## src/rtl/atirq_pkg.sv

```systemverilog
// Shared register addresses, source codes and divider tick bundle for the
// alarm/timer interrupt unit. Assumes a 3-bit register address space.
package atirq_pkg;

    typedef enum logic [2:0] {
        A_CTRL     = 3'd0,
        A_ALM_MIN  = 3'd1,
        A_ALM_HOUR = 3'd2,
        A_ALM_DAY  = 3'd3,
        A_ALM_WDAY = 3'd4,
        A_CLKO     = 3'd5,
        A_TCTRL    = 3'd6,
        A_TCOUNT   = 3'd7
    } reg_addr_e;

    typedef enum logic [1:0] {
        SRC_FAST = 2'd0,
        SRC_MID  = 2'd1,
        SRC_SEC  = 2'd2,
        SRC_MIN  = 2'd3
    } tsrc_e;

    // One-cycle enables from the divider chain; slower ones are nested in faster ones.
    typedef struct packed {
        logic t8192;
        logic t4096;
        logic t128;
        logic t64;
        logic t1;
        logic tmin;
    } tick_s;

    localparam int NUM_ALM = 4;

endpackage

```

## src/rtl/atirq_prescaler.sv

```systemverilog
// Divider chain: a binary counter advanced by osc_tick, yielding nested
// one-cycle tick enables and four square-wave taps. Assumes BASE_LOG2 >= 12
// and SEC_PER_MIN >= 2; osc_tick runs at twice the fastest output rate.
module atirq_prescaler
    import atirq_pkg::*;
#(
    parameter int BASE_LOG2   = 16,
    parameter int SEC_PER_MIN = 60
) (
    input  logic        clk,
    input  logic        rst_n,
    input  logic        osc_tick,
    output tick_s       ticks,
    output logic [3:0]  sq_taps
);
    localparam int SEC_W  = $clog2(SEC_PER_MIN);
    localparam int K8192  = 3;
    localparam int K4096  = 4;
    localparam int K128   = 9;
    localparam int K64    = 10;
    localparam int NTAP   = 4;
    localparam int TAP_IDX [NTAP] = '{0, 5, 10, BASE_LOG2 - 1};

    logic [BASE_LOG2-1:0] div_q;
    logic [SEC_W-1:0]     sec_q;

    // Advance the divider chain on every oscillator enable.
    always_ff @(posedge clk) begin
        if (!rst_n)        div_q <= '0;
        else if (osc_tick) div_q <= div_q + 1'b1;
    end

    assign ticks.t8192 = osc_tick & (&div_q[K8192-1:0]);
    assign ticks.t4096 = osc_tick & (&div_q[K4096-1:0]);
    assign ticks.t128  = osc_tick & (&div_q[K128-1:0]);
    assign ticks.t64   = osc_tick & (&div_q[K64-1:0]);
    assign ticks.t1    = osc_tick & (&div_q);
    assign ticks.tmin  = ticks.t1 & (sec_q == SEC_W'(SEC_PER_MIN - 1));

    // Count whole seconds to form the one-minute tick.
    always_ff @(posedge clk) begin
        if (!rst_n)          sec_q <= '0;
        else if (ticks.tmin) sec_q <= '0;
        else if (ticks.t1)   sec_q <= sec_q + 1'b1;
    end

    generate
        for (genvar g = 0; g < NTAP; g++) begin : g_tap
            assign sq_taps[g] = div_q[TAP_IDX[g]];
        end
    endgenerate

    p_minute_wrap_r5: assert property (@(posedge clk) disable iff (!rst_n)
        ticks.tmin |=> (sec_q == '0));

    p_second_step_r5: assert property (@(posedge clk) disable iff (!rst_n)
        (ticks.t1 && !ticks.tmin) |=> (sec_q == $past(sec_q) + 1'b1));

endmodule

```

## src/rtl/atirq_alarm.sv

```systemverilog
// Calendar alarm: four field registers, each with an active-low compare
// enable in bit 7, compared against the live calendar. Emits a one-cycle
// strobe when the combined match begins. Assumes BCD inputs from outside.
module atirq_alarm
    import atirq_pkg::*;
(
    input  logic                      clk,
    input  logic                      rst_n,
    input  logic                      wr_en,
    input  logic [2:0]                wr_addr,
    input  logic [7:0]                wr_data,
    input  logic [6:0]                cur_min,
    input  logic [5:0]                cur_hour,
    input  logic [5:0]                cur_day,
    input  logic [2:0]                cur_wday,
    output logic [NUM_ALM-1:0][7:0]   alm_rd,
    output logic                      hit_rise
);
    localparam logic [6:0] FMASK [NUM_ALM] = '{7'h7F, 7'h3F, 7'h3F, 7'h07};

    logic [NUM_ALM-1:0] off_q;
    logic [NUM_ALM-1:0] field_ok;
    logic [6:0]         val_q [NUM_ALM];
    logic [6:0]         cur_v [NUM_ALM];
    logic               match;
    logic               match_q;

    assign cur_v[0] = cur_min;
    assign cur_v[1] = {1'b0, cur_hour};
    assign cur_v[2] = {1'b0, cur_day};
    assign cur_v[3] = {4'b0, cur_wday};

    generate
        for (genvar i = 0; i < NUM_ALM; i++) begin : g_field
            localparam logic [2:0] MY_ADDR = 3'(int'(A_ALM_MIN) + i);
            // Capture the field's disable bit and masked value on a write.
            always_ff @(posedge clk) begin
                if (!rst_n) begin
                    off_q[i] <= 1'b1;
                    val_q[i] <= '0;
                end else if (wr_en && wr_addr == MY_ADDR) begin
                    off_q[i] <= wr_data[7];
                    val_q[i] <= wr_data[6:0] & FMASK[i];
                end
            end
            assign field_ok[i] = off_q[i] | (val_q[i] == (cur_v[i] & FMASK[i]));
            assign alm_rd[i]   = {off_q[i], val_q[i]};
        end
    endgenerate

    assign match = (|(~off_q)) & (&field_ok);

    // Remember the previous match so only its start is reported.
    always_ff @(posedge clk) begin
        if (!rst_n) match_q <= 1'b0;
        else        match_q <= match;
    end

    assign hit_rise = match & ~match_q;

    p_single_rise_r3: assert property (@(posedge clk) disable iff (!rst_n)
        hit_rise |=> !hit_rise);

    p_all_off_quiet_r2: assert property (@(posedge clk) disable iff (!rst_n)
        (&off_q) |-> !hit_rise);

endmodule

```

## src/rtl/atirq_timer.sv

```systemverilog
// Countdown timer with reload: loads an 8-bit value, decrements on the
// selected source tick while enabled, reloads and strobes expire at the end,
// and stretches each expiry into a pulse one pulse-clock period long.
module atirq_timer
    import atirq_pkg::*;
(
    input  logic        clk,
    input  logic        rst_n,
    input  tick_s       ticks,
    input  logic        wr_en,
    input  logic [2:0]  wr_addr,
    input  logic [7:0]  wr_data,
    output logic [7:0]  tctrl_rd,
    output logic [7:0]  count_rd,
    output logic        expire,
    output logic        pulse_q
);
    logic        te_q;
    tsrc_e       src_q;
    logic [7:0]  reload_q;
    logic [7:0]  live_q;
    logic        src_tick;
    logic        pulse_tick;
    logic        load;
    logic        step;

    // Pick the countdown source and the matching pulse-length clock.
    always_comb begin
        unique case (src_q)
            SRC_FAST: begin src_tick = ticks.t4096; pulse_tick = ticks.t8192; end
            SRC_MID:  begin src_tick = ticks.t64;   pulse_tick = ticks.t128;  end
            SRC_SEC:  begin src_tick = ticks.t1;    pulse_tick = ticks.t64;   end
            default:  begin src_tick = ticks.tmin;  pulse_tick = ticks.t64;   end
        endcase
    end

    assign load   = wr_en && (wr_addr == A_TCOUNT);
    assign step   = te_q && src_tick && (reload_q != 8'd0) && !load;
    assign expire = step && (live_q <= 8'd1);

    // Hold timer enable and source selection.
    always_ff @(posedge clk) begin
        if (!rst_n) begin
            te_q  <= 1'b0;
            src_q <= SRC_MIN;
        end else if (wr_en && wr_addr == A_TCTRL) begin
            te_q  <= wr_data[7];
            src_q <= tsrc_e'(wr_data[1:0]);
        end
    end

    // Load, decrement and reload the count.
    always_ff @(posedge clk) begin
        if (!rst_n) begin
            reload_q <= '0;
            live_q   <= '0;
        end else if (load) begin
            reload_q <= wr_data;
            live_q   <= wr_data;
        end else if (expire) begin
            live_q   <= reload_q;
        end else if (step) begin
            live_q   <= live_q - 1'b1;
        end
    end

    // Stretch each expiry until the next pulse-clock tick.
    always_ff @(posedge clk) begin
        if (!rst_n)          pulse_q <= 1'b0;
        else if (expire)     pulse_q <= 1'b1;
        else if (pulse_tick) pulse_q <= 1'b0;
    end

    assign tctrl_rd = {te_q, 5'b0, src_q};
    assign count_rd = live_q;

    p_reload_r6: assert property (@(posedge clk) disable iff (!rst_n)
        expire |=> (live_q == $past(reload_q)));

    p_stopped_zero_r6: assert property (@(posedge clk) disable iff (!rst_n)
        (reload_q == 8'd0 && !load) |=> $stable(live_q));

    p_hold_disabled_r6: assert property (@(posedge clk) disable iff (!rst_n)
        (!te_q && !load) |=> $stable(live_q));

    p_pulse_start_r8: assert property (@(posedge clk) disable iff (!rst_n)
        expire |=> pulse_q);

endmodule

```

## src/rtl/alarm_timer_irq.sv

```systemverilog
// Top of the alarm/timer interrupt unit: control and flag register, clock
// output control, read multiplexer and interrupt combination. Flags obey
// write-zero-clears / write-one-keeps; a set event in the same cycle wins.
module alarm_timer_irq
    import atirq_pkg::*;
#(
    parameter int BASE_LOG2   = 16,
    parameter int SEC_PER_MIN = 60
) (
    input  logic       clk,
    input  logic       rst_n,
    input  logic       osc_tick,
    input  logic [6:0] cur_min,
    input  logic [5:0] cur_hour,
    input  logic [5:0] cur_day,
    input  logic [2:0] cur_wday,
    input  logic       wr_en,
    input  logic [2:0] wr_addr,
    input  logic [7:0] wr_data,
    input  logic [2:0] rd_addr,
    output logic [7:0] rd_data,
    output logic       irq_low,
    output logic       clko_level,
    output logic       clko_en
);
    tick_s                    ticks;
    logic [3:0]               sq_taps;
    logic [NUM_ALM-1:0][7:0]  alm_rd;
    logic                     alarm_rise;
    logic [7:0]               tctrl_rd;
    logic [7:0]               count_rd;
    logic                     expire;
    logic                     pulse_q;
    logic                     ctrl_wr;
    logic                     pmode_q, af_q, tf_q, aie_q, tie_q;
    logic                     fe_q;
    logic [1:0]               fd_q;
    logic                     timer_term;

    atirq_prescaler #(.BASE_LOG2(BASE_LOG2), .SEC_PER_MIN(SEC_PER_MIN)) u_pre (
        .clk(clk), .rst_n(rst_n), .osc_tick(osc_tick),
        .ticks(ticks), .sq_taps(sq_taps)
    );

    atirq_alarm u_alm (
        .clk(clk), .rst_n(rst_n), .wr_en(wr_en), .wr_addr(wr_addr),
        .wr_data(wr_data), .cur_min(cur_min), .cur_hour(cur_hour),
        .cur_day(cur_day), .cur_wday(cur_wday), .alm_rd(alm_rd),
        .hit_rise(alarm_rise)
    );

    atirq_timer u_tmr (
        .clk(clk), .rst_n(rst_n), .ticks(ticks), .wr_en(wr_en),
        .wr_addr(wr_addr), .wr_data(wr_data), .tctrl_rd(tctrl_rd),
        .count_rd(count_rd), .expire(expire), .pulse_q(pulse_q)
    );

    assign ctrl_wr = wr_en && (wr_addr == A_CTRL);

    // Control bits and sticky flags; writing 0 clears a flag, 1 keeps it.
    always_ff @(posedge clk) begin
        if (!rst_n) begin
            pmode_q <= 1'b0;
            aie_q   <= 1'b0;
            tie_q   <= 1'b0;
            af_q    <= 1'b0;
            tf_q    <= 1'b0;
        end else begin
            if (ctrl_wr) begin
                pmode_q <= wr_data[4];
                aie_q   <= wr_data[1];
                tie_q   <= wr_data[0];
            end
            af_q <= (ctrl_wr ? (af_q & wr_data[3]) : af_q) | alarm_rise;
            tf_q <= (ctrl_wr ? (tf_q & wr_data[2]) : tf_q) | expire;
        end
    end

    // Clock output enable (active low bit) and rate selection.
    always_ff @(posedge clk) begin
        if (!rst_n) begin
            fe_q <= 1'b1;
            fd_q <= 2'b00;
        end else if (wr_en && wr_addr == A_CLKO) begin
            fe_q <= wr_data[7];
            fd_q <= wr_data[1:0];
        end
    end

    assign clko_level = sq_taps[fd_q];
    assign clko_en    = ~fe_q;

    assign timer_term = tie_q & (pmode_q ? pulse_q : tf_q);
    assign irq_low    = (af_q & aie_q) | timer_term;

    // Combinational register read-back.
    always_comb begin
        unique case (reg_addr_e'(rd_addr))
            A_CTRL:     rd_data = {3'b0, pmode_q, af_q, tf_q, aie_q, tie_q};
            A_ALM_MIN:  rd_data = alm_rd[0];
            A_ALM_HOUR: rd_data = alm_rd[1];
            A_ALM_DAY:  rd_data = alm_rd[2];
            A_ALM_WDAY: rd_data = alm_rd[3];
            A_CLKO:     rd_data = {fe_q, 5'b0, fd_q};
            A_TCTRL:    rd_data = tctrl_rd;
            default:    rd_data = count_rd;
        endcase
    end

    p_af_source_r3: assert property (@(posedge clk) disable iff (!rst_n)
        $rose(af_q) |-> $past(alarm_rise));

    p_af_clear_r4: assert property (@(posedge clk) disable iff (!rst_n)
        (ctrl_wr && !wr_data[3] && !alarm_rise) |=> !af_q);

    p_tf_clear_r4: assert property (@(posedge clk) disable iff (!rst_n)
        (ctrl_wr && !wr_data[2] && !expire) |=> !tf_q);

    p_tf_keep_r4: assert property (@(posedge clk) disable iff (!rst_n)
        (tf_q && !(ctrl_wr && !wr_data[2])) |=> tf_q);

    p_alarm_holds_irq_r8: assert property (@(posedge clk) disable iff (!rst_n)
        (af_q && aie_q) |-> irq_low);

    p_level_mode_r7: assert property (@(posedge clk) disable iff (!rst_n)
        (!pmode_q && tie_q && tf_q) |-> irq_low);

endmodule

```

## config.mk

```make
export PLATFORM = sky130hd
export DESIGN_NAME = alarm_timer_irq
export DESIGN_NICKNAME = d
export VERILOG_FILES = /design/src/rtl/atirq_pkg.sv /design/src/rtl/atirq_prescaler.sv /design/src/rtl/atirq_alarm.sv /design/src/rtl/atirq_timer.sv /design/src/rtl/alarm_timer_irq.sv
export SDC_FILE = /design/constraint.sdc
export NUM_CORES = 1
export LEC_CHECK = 0
export ABC_AREA = 1
export ABC_CLOCK_PERIOD_IN_PS = 1700
export BUFFER_PORTS_ARGS = -buffer_cell sky130_fd_sc_hd__buf_2
export CAP_MARGIN = 25
export CORE_MARGIN = 4
export CORE_UTILIZATION = 53
export DETAILED_ROUTE_END_ITERATION = 7
export HOLD_SLACK_MARGIN = 0.05
export PLACE_DENSITY_LB_ADDON = 0.25
export RECOVER_POWER = 100
export SKIP_LAST_GASP = 1
export SLEW_MARGIN = 20
export SYNTH_ARGS = -nofsm -noshare
export SYNTH_HDL_FRONTEND = slang
export SYNTH_SLANG_ARGS = --single-unit
```

## constraint.sdc

```tcl
create_clock -name clk -period 1.7 [get_ports clk]
set_input_delay 0.085 -clock clk [delete_from_list [all_inputs] [get_ports clk]]
set_output_delay 0.085 -clock clk [all_outputs]
set_load 0.005 [all_outputs]
```

# --- After elaboration in Yosys (flattened, before gate mapping) ---
# Memories as Yosys holds them, arrays and structs flattened.
# Index checks and enable logic that the tools add are counted.
op_classes:
  addsub: 3
  n_lt_le_gt_ge: 2
  eq_ne: 20
  mux: 30
  bitwise_logic: 27
  reduce_logical: 27
ops:
  columns: ["operator", "n"]
  rows:
  - ["8-bit case mux with 7 select lines", 1]
  - ["7-bit 2-to-1 mux", 4]
  - ["8-bit 2-to-1 mux", 3]
  - ["3-bit == test, second input constant", 7]
  - ["1-bit 2-to-1 mux", 19]
  - ["16-bit by 1-bit adder with 16-bit output, second input constant", 1]
  - ["16-bit AND reduction", 1]
  - ["7-bit by 6-bit == test with 1-bit output", 2]
  - ["1-bit AND", 12]
  - ["3-bit by 2-bit == test with 1-bit output, second input constant", 4]
  - ["1-bit logical AND", 12]
  - ["1-bit OR", 11]
  - ["10-bit AND reduction", 1]
  - ["9-bit AND reduction", 1]
  - ["8-bit by 1-bit <= comparator with 1-bit output, second input constant", 1]
  - ["4-bit AND reduction", 2]
  - ["8-bit nonzero test", 1]
  - ["8-bit by 1-bit subtractor with 8-bit output, second input constant", 1]
  - ["7-bit by 3-bit == test with 1-bit output", 1]
  - ["7-bit == test", 1]
  - ["6-bit by 1-bit adder with 6-bit output, second input constant", 1]
  - ["3-bit by 1-bit == test with 1-bit output, second input constant", 2]
  - ["6-bit == test, second input constant", 1]
  - ["3-bit logical NOT", 2]
  - ["15 further kinds", 17]
word_totals:
  reg_bits: 55
  ram_bits: 28
  input_bits: 40
  output_inout_bits: 11
  wordCells: 129
  memories: 1
mem_list:
  columns: ["name", "depth", "width", "rd", "rd_ports_with_merged_regs", "write_ports", "line_no", "source"]
  rows:
  - ["u_alm.val_q", 4, 7, 4, 0, 4, "atirq_alarm.sv:23", "logic [6:0] val_q [NUM_ALM];"]

# --- Logic depth before layout (Yosys ltp) ---
# Gate-level depths: netlist (run 1).
logic_depth:
  depth_word: 10
  mapped_depth: 14
  mapped_depth_nobuf: 14

# --- Modules after synthesis ---
# A second synthesis (run 1) with hierarchy kept.
hier_totals:
  cells_unflattened: 754
  area_unflattened_um2: 5180.0
modules_own_cells:
  columns: ["module", "instances", "cells_each", "area_each_um2", "seq_area_each_um2"]
  rows:
  - ["atirq_alarm", 1, 208, 1546.5, 760.7]
  - ["atirq_timer", 1, 196, 1342.5, 400.4]
  - ["atirq_prescaler", 1, 178, 1327.5, 440.4]
  - ["alarm_timer_irq", 1, 172, 963.4, 160.2]

# --- Worst setup path after synthesis (run 1) ---
# No wires, ideal clock.
synth_path:
  kind: "flip-flop to flip-flop"
  startpoint: "reg u_pre.div_q[0]"
  endpoint: "reg u_tmr.live_q[7], in the netlist u_tmr.count_rd[7]"
  setup_ns: 0.110
  arrival_ns: 1.578
  required_time_ns: 1.590
  setup_slack_ns: 0.012
  path_stages_with_launch: 15
  n_path_buf: 0
  period_less_slack_ns: 1.688
  path_cell_list: "dfxtp_1 -> ha_1 -> nand2_1 -> nor2_2 -> nand2_2 -> nor2_2 -> nand3_2 -> nand2_2 -> nand3_4 -> nand2_2 -> inv_2 -> nand2_1 -> nand3_1 -> nand2_1 -> inv_1"
synth_via:
  elab_chain_cells: 10
synth_rtl:
  columns: ["element", "line_no", "source"]
  rows:
  - ["start: declaration", "atirq_prescaler.sv:24", "logic [BASE_LOG2-1:0] div_q;"]
  - ["start signal: assignment", "atirq_prescaler.sv:30", "else if (osc_tick) div_q <= div_q + 1'b1;"]
  - ["16-bit AND reduction", "atirq_prescaler.sv:37", "assign ticks.t1 = osc_tick & (&div_q);"]
  - ["1-bit AND", "atirq_prescaler.sv:37", null]
  - ["1-bit AND", "atirq_prescaler.sv:38", "assign ticks.tmin = ticks.t1 & (sec_q == SEC_W'(SEC_PER_MIN - 1));"]
  - ["1-bit case mux with 3 select lines *", "atirq_timer.sv:29", "unique case (src_q)"]
  - ["1-bit logical AND * (3 in series)", "atirq_timer.sv:38", "assign step = te_q && src_tick && (reload_q != 8'd0) && !load;"]
  - ["1-bit logical AND", "atirq_timer.sv:39", "assign expire = step && (live_q <= 8'd1);"]
  - ["8-bit 2-to-1 mux", "atirq_timer.sv:60", "end else if (expire) begin"]
  - ["8-bit 2-to-1 mux", "atirq_timer.sv:57", "end else if (load) begin"]
  - ["end signal: assignment", "atirq_timer.sv:59", "live_q <= wr_data;"]
  - ["end signal: assignment", "atirq_timer.sv:61", "live_q <= reload_q;"]
  - ["end signal: assignment", "atirq_timer.sv:63", "live_q <= live_q - 1'b1;"]
  - ["end: declaration", "atirq_timer.sv:21", "logic [7:0] live_q;"]
# Mark *: on every way between the ends. The rest lies on a longest branch, timed or not.
# A chain may end at the register's enable or synchronous reset.

# --- Final worst setup path (run 1) ---
layout_path:
  startpoint: "reg u_pre.div_q[1]"
  endpoint: "reg u_tmr.live_q[6], in the netlist u_tmr.count_rd[6]"
# Same word-level chain as after synthesis.

==> impl_metrics.csv, run 1 <==
group,metric,value,unit
worst_setup_path,startpoint,"u_pre.div_q[1]$_SDFFE_PN0P_",
final_layout,drive_gt1_frac,0.228,
worst_hold_path,hp-start,"wr_data[6]",
worst_setup_path,criticalPathCategory,"reg2reg",
logic_synthesis,synth_top_cell_by_area,"dfxtp_1",
run,maxCapViolCount,0,
cts,numCtsBuffers,9,
final_layout,finalNetCount,707,
worst_hold_path,whs_path_depth,3,
logic_synthesis,synth_warn,0,
detailed_routing,vias_per_cell,5.30,
cts,clockBufferDepth,2,
sta,drv_slew,0,
logic_synthesis,netlist.area_leader.share,0.264,
final_layout,layoutNonFillerInstCount,768,
sta,grt_setup_unrepaired,"true",
detailed_routing,detail_route.wirelength,11300,microns
global_route,gr-usage-met2,0.413,
cts,insertion_delay,0.36,ns
logic_synthesis,synth.avg_cell_area,7.39,sq um
global_route,grt_start_max_net_pins,20,
worst_setup_path,maximum_fanout_count_along_the_critical_path,5,
logic_synthesis,netlist_area,0.00417,sq mm
detailed_routing,firstDrtPassIters,5,
global_route,grt_pass1_wl,18300,microns
sta,post-route-worst-setup-slack,-0.125,ns
final_layout,fillerInstances,674,
detailed_routing,route.vias.total,4073,
placed_design,gpl.final_weighted_congestion,0.980,
logic_synthesis,synth-seq-area-share,0.423,
cts,root_cell_of_the_clock_tree,"clkbuf_8",
logic_synthesis,synth.net_count,610,
logic_synthesis,synthMostInstantiatedCell,"inv_1",
sta,period_minus_slack,1.83,ns
logic_synthesis,synthTopCellsByArea,"dfxtp_1, edfxtp_1, inv_1, nand2_1, nor2_1",
global_route,overflow,0,
worst_setup_path,cpMostUsedCell,"nand2_1",
sta,hold_ws,0.0596,ns
cts,cts_sinks,77,
logic_synthesis,async_flop_share,0,
power,power,4.04,mW
worst_setup_path,crit_path_max_incr_delay,0.36,ns
die,die_h,96.7,microns
placed_design,dp_hpwl,8500,microns
outcome,run_status,"finished, violations left",
logic_synthesis,yosys.cell_types.count,41,
global_route,grt_most_used_layer,"met2",
cts,clk_transition_reported_paths,0.08,ns
sta,report.final.setup_viol,12,
logic_synthesis,syn-instance-count,564,
logic_synthesis,synth_top_flop_cell,"dfxtp_1",
detailed_routing,drtAntennaViolNets,0,
die,placeableCoreArea,0.00769,sq mm
sta,worst_slew_pin_slew,0.481,ns
sta,slew_headroom,0.677,
final_layout,antenna_cells,0,
worst_setup_path,arrival,2.13,ns
worst_setup_path,critical_path.reg2reg.startpoint,"u_pre.div_q[1]$_SDFFE_PN0P_",
global_route,grt_util_met1,0.298,
placed_design,port_buffers,50,
worst_setup_path,critPathLaunchType,"flop",
die,ios,51,
power,ir_drop,451,uV
sta,finalCritPeriodShare,1.07,
final_layout,area_growth_from_synthesis_to_layout,25.1,%
power,powerDensity,775,mW/mm^2
die,chipWidth,96.7,microns
logic_synthesis,number_of_synthesized_flops_with_an_enable_pin,22,
final_layout,fin_util,0.678,
worst_setup_path,ordered_list_of_cells_on_the_worst_path,"ha_4 > nand2_4 > nor2_4 > buf_12 > nand4_2 > nand2_1 > nand2_1 > nand2_2 > nand3_4 > nor2_4 > nand3_2 > nand3_2 > nand2_1 > inv_1",
cts,tritoncts,"built",
sta,finalHoldViolCount,0,
final_layout,register_area,0.00176,sq mm
worst_hold_path,hold_path.class,"in2reg",
worst_setup_path,rr_worst_depth,14,
die,row_count,32,
detailed_routing,detail_route.wl_per_cell,14.7,microns
die,start_util,0.542,
cts,cts_max_level,3,
global_route,all_layer_gr_usage,0.239,
global_route,groute.layer.met3.usage,0.0476,
worst_setup_path,end_kind,"flop",
worst_setup_path,slowest_cell_on_the_critical_path,"dfxtp_2",
worst_setup_path,critical_path_data_required_time,2.01,ns
sta,clock_skew,0.0143,ns
final_layout,area_used_by_multi_input_combinational_logic,0.00215,sq mm
outcome,violated_checks,"setup timing",
logic_synthesis,post_synthesis_register_bit_count,77,
global_route,initial_antenna_violation_count,0,
placed_design,dp_cells,743,
sta,max_freq,548,MHz
logic_synthesis,synth_commonest_cells,"inv_1, nand2_1, nor2_1, dfxtp_1, a21oi_1",
die,dieArea,0.00935,sq mm
global_route,grt_pass1_vias,3956,
power,static-leakage-power,2.31,nW
detailed_routing,post-route-drc-count,0,
detailed_routing,dr.first_iter.drc_count,286,
==> routing by layer <==
metal	vias up	routed length, microns	share of wire
met1	1881	4800	0.43
met3	22	653	0.058
li1	2040	-	-
met4	0	263	0.023
met5	-	0	0
met2	130	5560	0.49
==> flip-flops by register name, summed over array words and instances, names as in the netlist <==
name	flops
u_alm.match_q	1
af_q	1
u_alm.alm_rd	4
fe_q	1
u_tmr.reload_q	8
u_tmr.count_rd	8
aie_q	1
u_tmr.src_q	2
u_pre.sec_q	6
fd_q	2
pmode_q	1
u_alm.val_q	22
u_pre.div_q	16
tf_q	1
u_tmr.pulse_q	1
u_tmr.te_q	1
tie_q	1
==> worst max-delay path, delay by kind of cell (launching register included) <==
| family | cells | cell delay (ns) |
|---|---|---|
| and+or+nand+nor | 11 | 1.13 |
| DFF | 1 | 0.36 |
| buffers and inverters | 2 | 0.16 |
| adders and majority gates | 1 | 0.15 |
==> power breakdown <==
part	leakage, nW	total (mW)	internal (mW)	switching, mW
Clock	0.107	1.48	0.815	0.669
Sequential	0.659	2.00	1.95	0.0511
Combinational	1.55	0.556	0.232	0.324
Total	2.31	4.04	3.00	1.04
==> worst paths after layout <==
path,end,slack [ns]
max,u_tmr.count_rd[6]$_SDFFE_PN0P_,-0.13
min reg2reg,af_q$_SDFF_PN0_,0.46
max reg2reg,u_tmr.count_rd[6]$_SDFFE_PN0P_,-0.13
min,u_alm.val_q[0][6]$_SDFFCE_PN0P_,0.06
==> per-stage QoR <==
stage | worst slack (ns) | setup TNS [ns] | area [sq um]
finish | -0.125 | -0.737 | 5210
global route | -0.258 | -2.46 | 5210
CTS | -0.0594 | -0.304 | 5100
detailed placement | -0.130 | -0.785 | 4780
global placement | -0.0671 | -0.262 | 4780
floorplan | 0.0124 | 0 | 4170
==> kinds of logic after synthesis <==
| family | share of synthesized area |
|---|---|
| compound gates | 0.152 |
| xor+xnor | 0.0525 |
| flops | 0.423 |
| simple gates | 0.260 |
| fa+ha+maj | 0.0180 |
| buf+inv | 0.0952 |
==> repair_timing <==
action,in CTS,in global routing
pin swaps,17,14
gates cloned,0,0
buffers inserted,3,3
gates resized for setup,16,21
setup endpoints to repair,12,18
hold endpoints to repair,3,0
hold buffers,3,0
==> final cells by class <==
class / count / share of cell area
clock buffer: 10 / 0.0245
multi-input combinational: 382 / 0.413
tap: 102 / 0.0245
clock inverter: 6 / 0.0151
sequential: 77 / 0.338
timing repair buffer: 95 / 0.115
inverter: 96 / 0.0696
==> placed cells by master, fill, tap and decap left out, types with 3 or more instances in the layout <==
master         count
dfxtp_1           53
nor2_2             7
nor2_1            79
o21ai_0           31
dlygate4sd3_1      3
edfxtp_1          22
xor2_1            11
inv_2              4
nor3_1            15
nor2_4             6
nand2_4            4
clkbuf_1           4
inv_1             90
nand4_1            4
a21oi_1           29
xnor2_1           14
nand3_2            6
nor3b_1            3
buf_4             40
a31oi_1           12
ha_1               5
o22ai_1           12
a21oi_2            3
buf_2             48
nand3_1           16
o21ai_1            5
nand2_2            6
clkinv_2           3
o211ai_1           6
nand2_1           85
clkbuf_8           9
nor4_1             3
Note: power is estimated with default switching activity, not from simulation.
==> run 2: changes to the inputs <==
--- a/config.mk
+++ b/config.mk
@@ -15,6 +15,7 @@
 export HOLD_SLACK_MARGIN = 0.05
 export PLACE_DENSITY_LB_ADDON = 0.25
 export RECOVER_POWER = 100
+export SETUP_SLACK_MARGIN = 0.15
 export SKIP_LAST_GASP = 1
 export SLEW_MARGIN = 20
 export SYNTH_ARGS = -nofsm -noshare
==> run 2 against run 1 <==
  * The run still ends with setup timing left
  * First-iteration DRC count fell by 5.9%
  * Via count barely moved
  * Flip-flop and latch count stayed put
  * Core utilization is 0.55 points higher
  * Sequential share of layout area fell by 0.13 points
  * Die area stayed put
  * Combinational power is essentially flat
  * Final cell count is 0.13% lower
  * Routed wire length up 1.2%
==> impl_metrics.csv, run 2 (synthesized netlist as in run 1, its figures left out) <==
group,metric,value,unit
sta,post-route-worst-setup-slack,-0.0228,ns
sta,final.setup.tns,-0.0343,ns
worst_hold_path,whs_path_depth,3,
power,clock_group_share_of_total_power,0.389,
sta,grt_setup_unrepaired,"true",
sta,slew_headroom,0.720,
sta,finalHoldViolCount,0,
power,comb_power_share,0.133,
sta,max_freq,580,MHz
global_route,all_layer_gr_usage,0.247,
final_layout,area_growth_from_synthesis_to_layout,26.1,%
global_route,grt_pass1_vias,3963,
power,power.sequential.fraction,0.478,
worst_hold_path,holdPathEnd,"pmode_q$_SDFFE_PN0P_",
power,ir_drop,452,uV
cts,root_cell_of_the_clock_tree,"clkbuf_8",
worst_hold_path,hold_path.class,"in2reg",
die,ios,51,
run,maxCapViolCount,0,
sta,worst_slew_pin_slew,0.419,ns
sta,period_minus_slack,1.72,ns
final_layout,layoutNonFillerInstCount,767,
worst_setup_path,crit_path_max_incr_delay,0.37,ns
die,dieArea,0.00935,sq mm
final_layout,reg_top3,"u_alm.val_q: 22 flops, u_pre.div_q: 16 flops",
worst_hold_path,hp-start,"wr_data[4]",
cts,cts_sinks,77,
worst_setup_path,arrival,1.99,ns
worst_setup_path,setup.reg_to_reg.worst_slack,-0.02,ns
worst_setup_path,maximum_fanout_count_along_the_critical_path,5,
final_layout,drive_gt1_frac,0.242,
final_layout,area_used_by_multi_input_combinational_logic,0.00218,sq mm
die,placeableCoreArea,0.00769,sq mm
detailed_routing,dr.first_iter.drc_count,269,
final_layout,finalNetCount,706,
die,die_h,96.7,microns
detailed_routing,firstDrtPassIters,5,
cts,cts_max_level,3,
placed_design,gpl.final_weighted_congestion,0.958,
power,switching_power,1.05,mW
worst_setup_path,critical_path.reg2reg.startpoint,"u_pre.div_q[1]$_SDFFE_PN0P_",
outcome,run_status,"finished, violations left",
power,static-leakage-power,2.32,nW
worst_setup_path,critical_path_data_required_time,1.96,ns
global_route,grt_start_max_net_pins,19,
worst_setup_path,critPathLaunchType,"flop",
worst_setup_path,slowest_cell_on_the_critical_path,"dfxtp_4",
detailed_routing,detail_route.wl_per_cell,14.9,microns
detailed_routing,post-route-drc-count,0,
detailed_routing,vias_per_cell,5.31,
worst_setup_path,ordered_list_of_cells_on_the_worst_path,"ha_4 > nand2_4 > nor2_4 > nand2_4 > nor2_2 > nand3_2 > nand2_2 > nand3_4 > nand2_4 > inv_4 > nand2_1 > nand3_1 > nand2_1 > inv_1",
placed_design,preCtsSetupSlack,-0.0414,ns
detailed_routing,drtAntennaViolNets,0,
worst_setup_path,worstReg2RegEnd,"u_tmr.count_rd[3]$_SDFFE_PN0P_",
die,row_count,32,
cts,numCtsBuffers,9,
placed_design,port_buffers,50,
worst_setup_path,end_kind,"flop",
worst_setup_path,cp_top_family,"simple AND/OR/NAND/NOR gates",
placed_design,dp_hpwl,8680,microns
worst_setup_path,criticalPathCategory,"reg2reg",
global_route,grt_pass1_wl,18700,microns
final_layout,regMostFlops,"u_alm.val_q",
power,switching_share_of_power,0.249,
global_route,initial_antenna_violation_count,0,
sta,drv_slew,0,
final_layout,largest_register_ffs,22,
final_layout,final_cell_mix,"inv_1, nand2_1, nor2_1, dfxtp_1, buf_2",
sta,finalCritPeriodShare,1.01,
cts,clk_transition_reported_paths,0.08,ns
final_layout,antenna_cells,0,
die,start_util,0.542,
power,power_report.internal_total,3.15,mW
worst_setup_path,cpMostUsedCell,"nand2_4",
power,power,4.20,mW
cts,clockBufferDepth,2,
detailed_routing,route.vias.total,4072,
cts,insertion_delay,0.36,ns
sta,clock_skew,0.0106,ns
worst_setup_path,critPathBufInv,2,
detailed_routing,detail_route.wirelength,11400,microns
die,chipWidth,96.7,microns
final_layout,fillerInstances,645,
global_route,overflow,0,
power,powerDensity,799,mW/mm^2
placed_design,dp_cells,739,
final_layout,register_area,0.00177,sq mm
sta,report.final.setup_viol,2,
outcome,violated_checks,"setup timing",
cts,tritoncts,"built",
worst_setup_path,rr_worst_depth,14,
run 2: cell count changes in the layout (fill, tap and decap cells not counted), moves of 3 or more:
| cell | before | now |
|---|---|---|
| inv_2 | 4 | 11 |
| nand2_2 | 6 | 9 |
| inv_1 | 90 | 83 |
| buf_2 | 48 | 43 |
| clkbuf_1 | 4 | 11 |
| buf_6 | 0 | 3 |
| buf_4 | 40 | 36 |
| nor3_1 | 15 | 12 |
| nor3_2 | 0 | 3 |
run 2: worst max path at each step:
| stage | from | to | slack [ns] | cells after the start |
|---|---|---|---|---|
| final | u_pre.div_q[1]$_SDFFE_PN0P_ | u_tmr.count_rd[3]$_SDFFE_PN0P_ | -0.02 | 14 |
| after global placement | u_pre.div_q[0]$_SDFFE_PN0P_ | u_tmr.count_rd[6]$_SDFFE_PN0P_ | -0.003 | 12 |
| after global routing | u_pre.div_q[1]$_SDFFE_PN0P_ | u_tmr.count_rd[3]$_SDFFE_PN0P_ | -0.17 | 14 |
| after floorplan | u_pre.div_q[0]$_SDFFE_PN0P_ | u_tmr.count_rd[6]$_SDFFE_PN0P_ | 0.09 | 12 |
| after detailed placement | u_pre.div_q[1]$_SDFFE_PN0P_ | u_tmr.count_rd[7]$_SDFFE_PN0P_ | -0.04 | 14 |
| after CTS | u_pre.div_q[1]$_SDFFE_PN0P_ | u_tmr.count_rd[4]$_SDFFE_PN0P_ | 0.007 | 14 |
run 2: worst reg2reg max path: stages, from the launching register on:
cell	delay [ns]
dfxtp_4	0.37
ha_4	0.14
nand2_4	0.05
nor2_4	0.17
nand2_4	0.09
nor2_2	0.09
nand3_2	0.08
nand2_2	0.12
nand3_4	0.11
nand2_4	0.12
inv_4	0.06
nand2_1	0.06
nand3_1	0.07
nand2_1	0.06
inv_1	0.03
run 2: cell type report:
cell class,instances,share of cell area
multi-input combinational,382,0.415
sequential,77,0.337
timing repair buffer,94,0.110
inverter,96,0.0690
clock buffer,11,0.0250
tap,102,0.0243
clock inverter,5,0.0188
run 2: repair_timing:
action | in CTS | in global routing
setup buffers | 7 | 3
hold endpoints to repair | 2 | 0
pin swaps | 22 | 10
gates resized for setup | 31 | 16
endpoints found under the setup margin | 17 | 23
hold buffers | 2 | 0
run 2: routing by layer:
metal / up-vias / global-route usage / share of wire
li1: 2037 / - / -
met1: 1897 / 0.313 / 0.44
met2: 115 / 0.418 / 0.49
met3: 23 / 0.0433 / 0.048
met4: 0 / 0.100 / 0.026
met5: - / 0 / 0
run 2: through the flow:
step	hold WS, ns	instance area [sq um]	util
global route	0.0776	5260	0.684
floorplan	0.215	4210	-
finish	0.0798	5260	0.684
CTS	0.0515	5190	0.676
detailed placement	0.375	4790	0.623
global placement	0.367	4790	0.623
run 2: power by group through the flow:
| stage | Combinational (mW) | Sequential, mW | Clock (mW) |
|---|---|---|---|
| floorplan | 0.307 | 2.03 | 0 |
| global placement | 0.496 | 2.04 | 0 |
| detailed placement | 0.507 | 2.05 | 0 |
| CTS | 0.540 | 2.00 | 1.65 |
| global route | 0.620 | 2.01 | 1.73 |
| finish | 0.558 | 2.01 | 1.63 |
==> run 3: changes to the inputs <==
--- a/config.mk
+++ b/config.mk
@@ -11,8 +11,9 @@
 export CAP_MARGIN = 25
 export CORE_MARGIN = 4
 export CORE_UTILIZATION = 53
+export CTS_CLUSTER_DIAMETER = 30
 export DETAILED_ROUTE_END_ITERATION = 7
-export HOLD_SLACK_MARGIN = 0.05
+export HOLD_SLACK_MARGIN = 0.15
 export PLACE_DENSITY_LB_ADDON = 0.25
 export RECOVER_POWER = 100
 export SETUP_SLACK_MARGIN = 0.15
==> run 3 against run 2 <==
  * The run still ends with setup timing left
  * First-iteration DRC count increased by 7.4%
  * Clock skew about the same
  * Worst setup slack worse by 0.00058 ns
  * Core utilization is 0.93 points higher
  * Via count grew 0.93%
  * Flip-flop and latch count did not move
  * Critical path depth did not move
  * Power up 0.21%
  * Sequential share of layout area decreased by 0.45 points
  * Maximum frequency barely moved
  * Largest cell class unchanged
  * Design area is 1.4% higher
  * Clock-buffer cell count stayed put
==> impl_metrics.csv, run 3 (synthesized netlist as in run 1, its figures left out) <==
group,metric,value,unit
outcome,run_status,"finished, violations left",
outcome,violated_checks,"setup timing",
die,placeableCoreArea,0.00769,sq mm
final_layout,final_area,0.00533,sq mm
worst_setup_path,setup.reg_to_reg.worst_slack,-0.02,ns
global_route,grt_start_max_net_pins,19,
final_layout,fin_util,0.693,
die,chipWidth,96.7,microns
power,power,4.21,mW
global_route,grt_pass1_vias,4000,
global_route,grt_most_used_layer,"met2",
cts,cts_max_level,3,
sta,final.setup.tns,-0.0419,ns
sta,clock_skew,0.0103,ns
power,power_report.internal_total,3.16,mW
final_layout,finalNetCount,713,
sta,report.final.setup_viol,3,
power,powerDensity,789,mW/mm^2
final_layout,fillerInstances,636,
die,dieArea,0.00935,sq mm
final_layout,final_cell_mix,"inv_1, nand2_1, nor2_1, dfxtp_1, buf_2",
cts,root_cell_of_the_clock_tree,"clkbuf_8",
worst_setup_path,criticalPathCategory,"reg2reg",
worst_setup_path,maximum_fanout_count_along_the_critical_path,5,
cts,tritoncts,"built",
worst_setup_path,arrival,1.99,ns
sta,slew_headroom,0.715,
power,switching_power,1.04,mW
worst_setup_path,critical_path.endpoint,"u_tmr.count_rd[3]$_SDFFE_PN0P_",
cts,clk_transition_reported_paths,0.08,ns
global_route,groute.layer.met3.usage,0.0433,
detailed_routing,vias_per_cell,5.31,
detailed_routing,drtAntennaViolNets,0,
sta,post-route-worst-setup-slack,-0.0234,ns
global_route,all_layer_gr_usage,0.250,
global_route,initial_antenna_violation_count,0,
placed_design,preCtsSetupSlack,-0.0414,ns
placed_design,placed_cell_area,0.00479,sq mm
final_layout,largest_register_ffs,22,
power,comb_power_share,0.136,
detailed_routing,post-route-drc-count,0,
sta,max_freq,580,MHz
detailed_routing,route.vias.total,4110,
power,power.sequential.fraction,0.477,
placed_design,gpl.final_weighted_congestion,0.958,
global_route,grt_util_met1,0.317,
final_layout,reg_top3,"u_alm.val_q: 22 flops, u_pre.div_q: 16 flops",
sta,grt_setup_unrepaired,"true",
worst_setup_path,worstReg2RegEnd,"u_tmr.count_rd[3]$_SDFFE_PN0P_",
final_layout,antenna_cells,0,
power,clock_group_share_of_total_power,0.387,
sta,drv_slew,0,
detailed_routing,dr.first_iter.drc_count,289,
die,start_util,0.542,
worst_setup_path,rr_worst_depth,14,
cts,numCtsBuffers,9,
detailed_routing,detail_route.wl_per_cell,14.9,microns
final_layout,drive_gt1_frac,0.244,
worst_setup_path,critical_path_data_required_time,1.96,ns
power,static-leakage-power,2.37,nW
run,maxCapViolCount,0,
global_route,gr-usage-met2,0.423,
final_layout,register_area,0.00177,sq mm
worst_setup_path,critical_path.reg2reg.startpoint,"u_pre.div_q[0]$_SDFFE_PN0P_",
detailed_routing,detail_route.wirelength,11500,microns
global_route,grt_pass1_wl,18900,microns
worst_setup_path,critPathLaunchType,"flop",
die,row_count,32,
worst_setup_path,startpoint,"u_pre.div_q[0]$_SDFFE_PN0P_",
sta,finalCritPeriodShare,1.01,
die,die_h,96.7,microns
cts,insertion_delay,0.35,ns
final_layout,regMostFlops,"u_alm.val_q",
worst_setup_path,end_kind,"flop",
placed_design,port_buffers,50,
placed_design,dp_hpwl,8680,microns
detailed_routing,firstDrtPassIters,5,
sta,period_minus_slack,1.72,ns
cts,clockBufferDepth,2,
sta,worst_slew_pin_slew,0.426,ns
die,ios,51,
power,ir_drop,453,uV
cts,cts_sinks,77,
worst_hold_path,hold_path.class,"in2reg",
power,switching_share_of_power,0.248,
final_layout,area_growth_from_synthesis_to_layout,27.8,%
global_route,overflow,0,
final_layout,area_used_by_multi_input_combinational_logic,0.00218,sq mm
sta,finalHoldViolCount,0,
## run 3: critical path, stage by stage (launching register included)
cell and delay [ns]:
dfxtp_4 0.36, ha_4 0.14, nand2_4 0.05, nor2_4 0.17, nand2_4 0.09, nor2_4 0.12
o21ai_2 0.06, nand2_2 0.11, nand3_4 0.11, nand2_4 0.13, inv_4 0.06, nand2_1 0.06
nand3_1 0.07, nand2_1 0.07, inv_1 0.04
## run 3: routing by layer
metal / up-vias / part of all wire
li1: 2053 / -
met1: 1907 / 0.43
met2: 129 / 0.49
met3: 21 / 0.051
met4: 0 / 0.024
met5: - / 0
## run 3: worst min path at each step
stage,to,from,slack [ns],cells past startpoint
final,fe_q$_SDFFE_PN1P_,rst_n,0.17,3
after global placement,u_tmr.src_q[1]$_SDFFE_PN1P_,wr_data[1],0.37,3
after CTS,fe_q$_SDFFE_PN1P_,rst_n,0.15,3
after floorplan,fe_q$_SDFFE_PN1P_,wr_data[7],0.22,2
after detailed placement,u_tmr.src_q[1]$_SDFFE_PN1P_,wr_data[1],0.37,3
after global routing,fe_q$_SDFFE_PN1P_,rst_n,0.19,3
## run 3: cell type report
type,instances,area share
clock inverter,5,0.0186
clock buffer,11,0.0247
multi-input combinational,382,0.409
sequential,77,0.333
inverter,96,0.0681
tap,102,0.0240
timing repair buffer,101,0.123
## run 3: through the flow
| stage | hold slack (ns) | instances |
|---|---|---|
| 3_5_place_dp | 0.375 | 739 |
| 6_report | 0.165 | 774 |
| 3_3_place_gp | 0.367 | 739 |
| 4_1_cts | 0.153 | 770 |
| 2_1_floorplan | 0.215 | 564 |
| 5_1_grt | 0.189 | 774 |
## run 3: repair_timing
action	in CTS	in global routing
hold endpoints to repair	30	0
setup endpoints to repair	17	23
setup buffers	7	4
pin swaps	22	13
gates resized for setup	31	15
hold buffers	8	0
## run 3: power groups by stage
stage	Clock, mW	Combinational [mW]	Sequential (mW)
2_1_floorplan	0	0.307	2.03
3_3_place_gp	0	0.496	2.04
3_5_place_dp	0	0.507	2.05
4_1_cts	1.65	0.550	2.00
5_1_grt	1.73	0.635	2.01
6_report	1.63	0.574	2.01
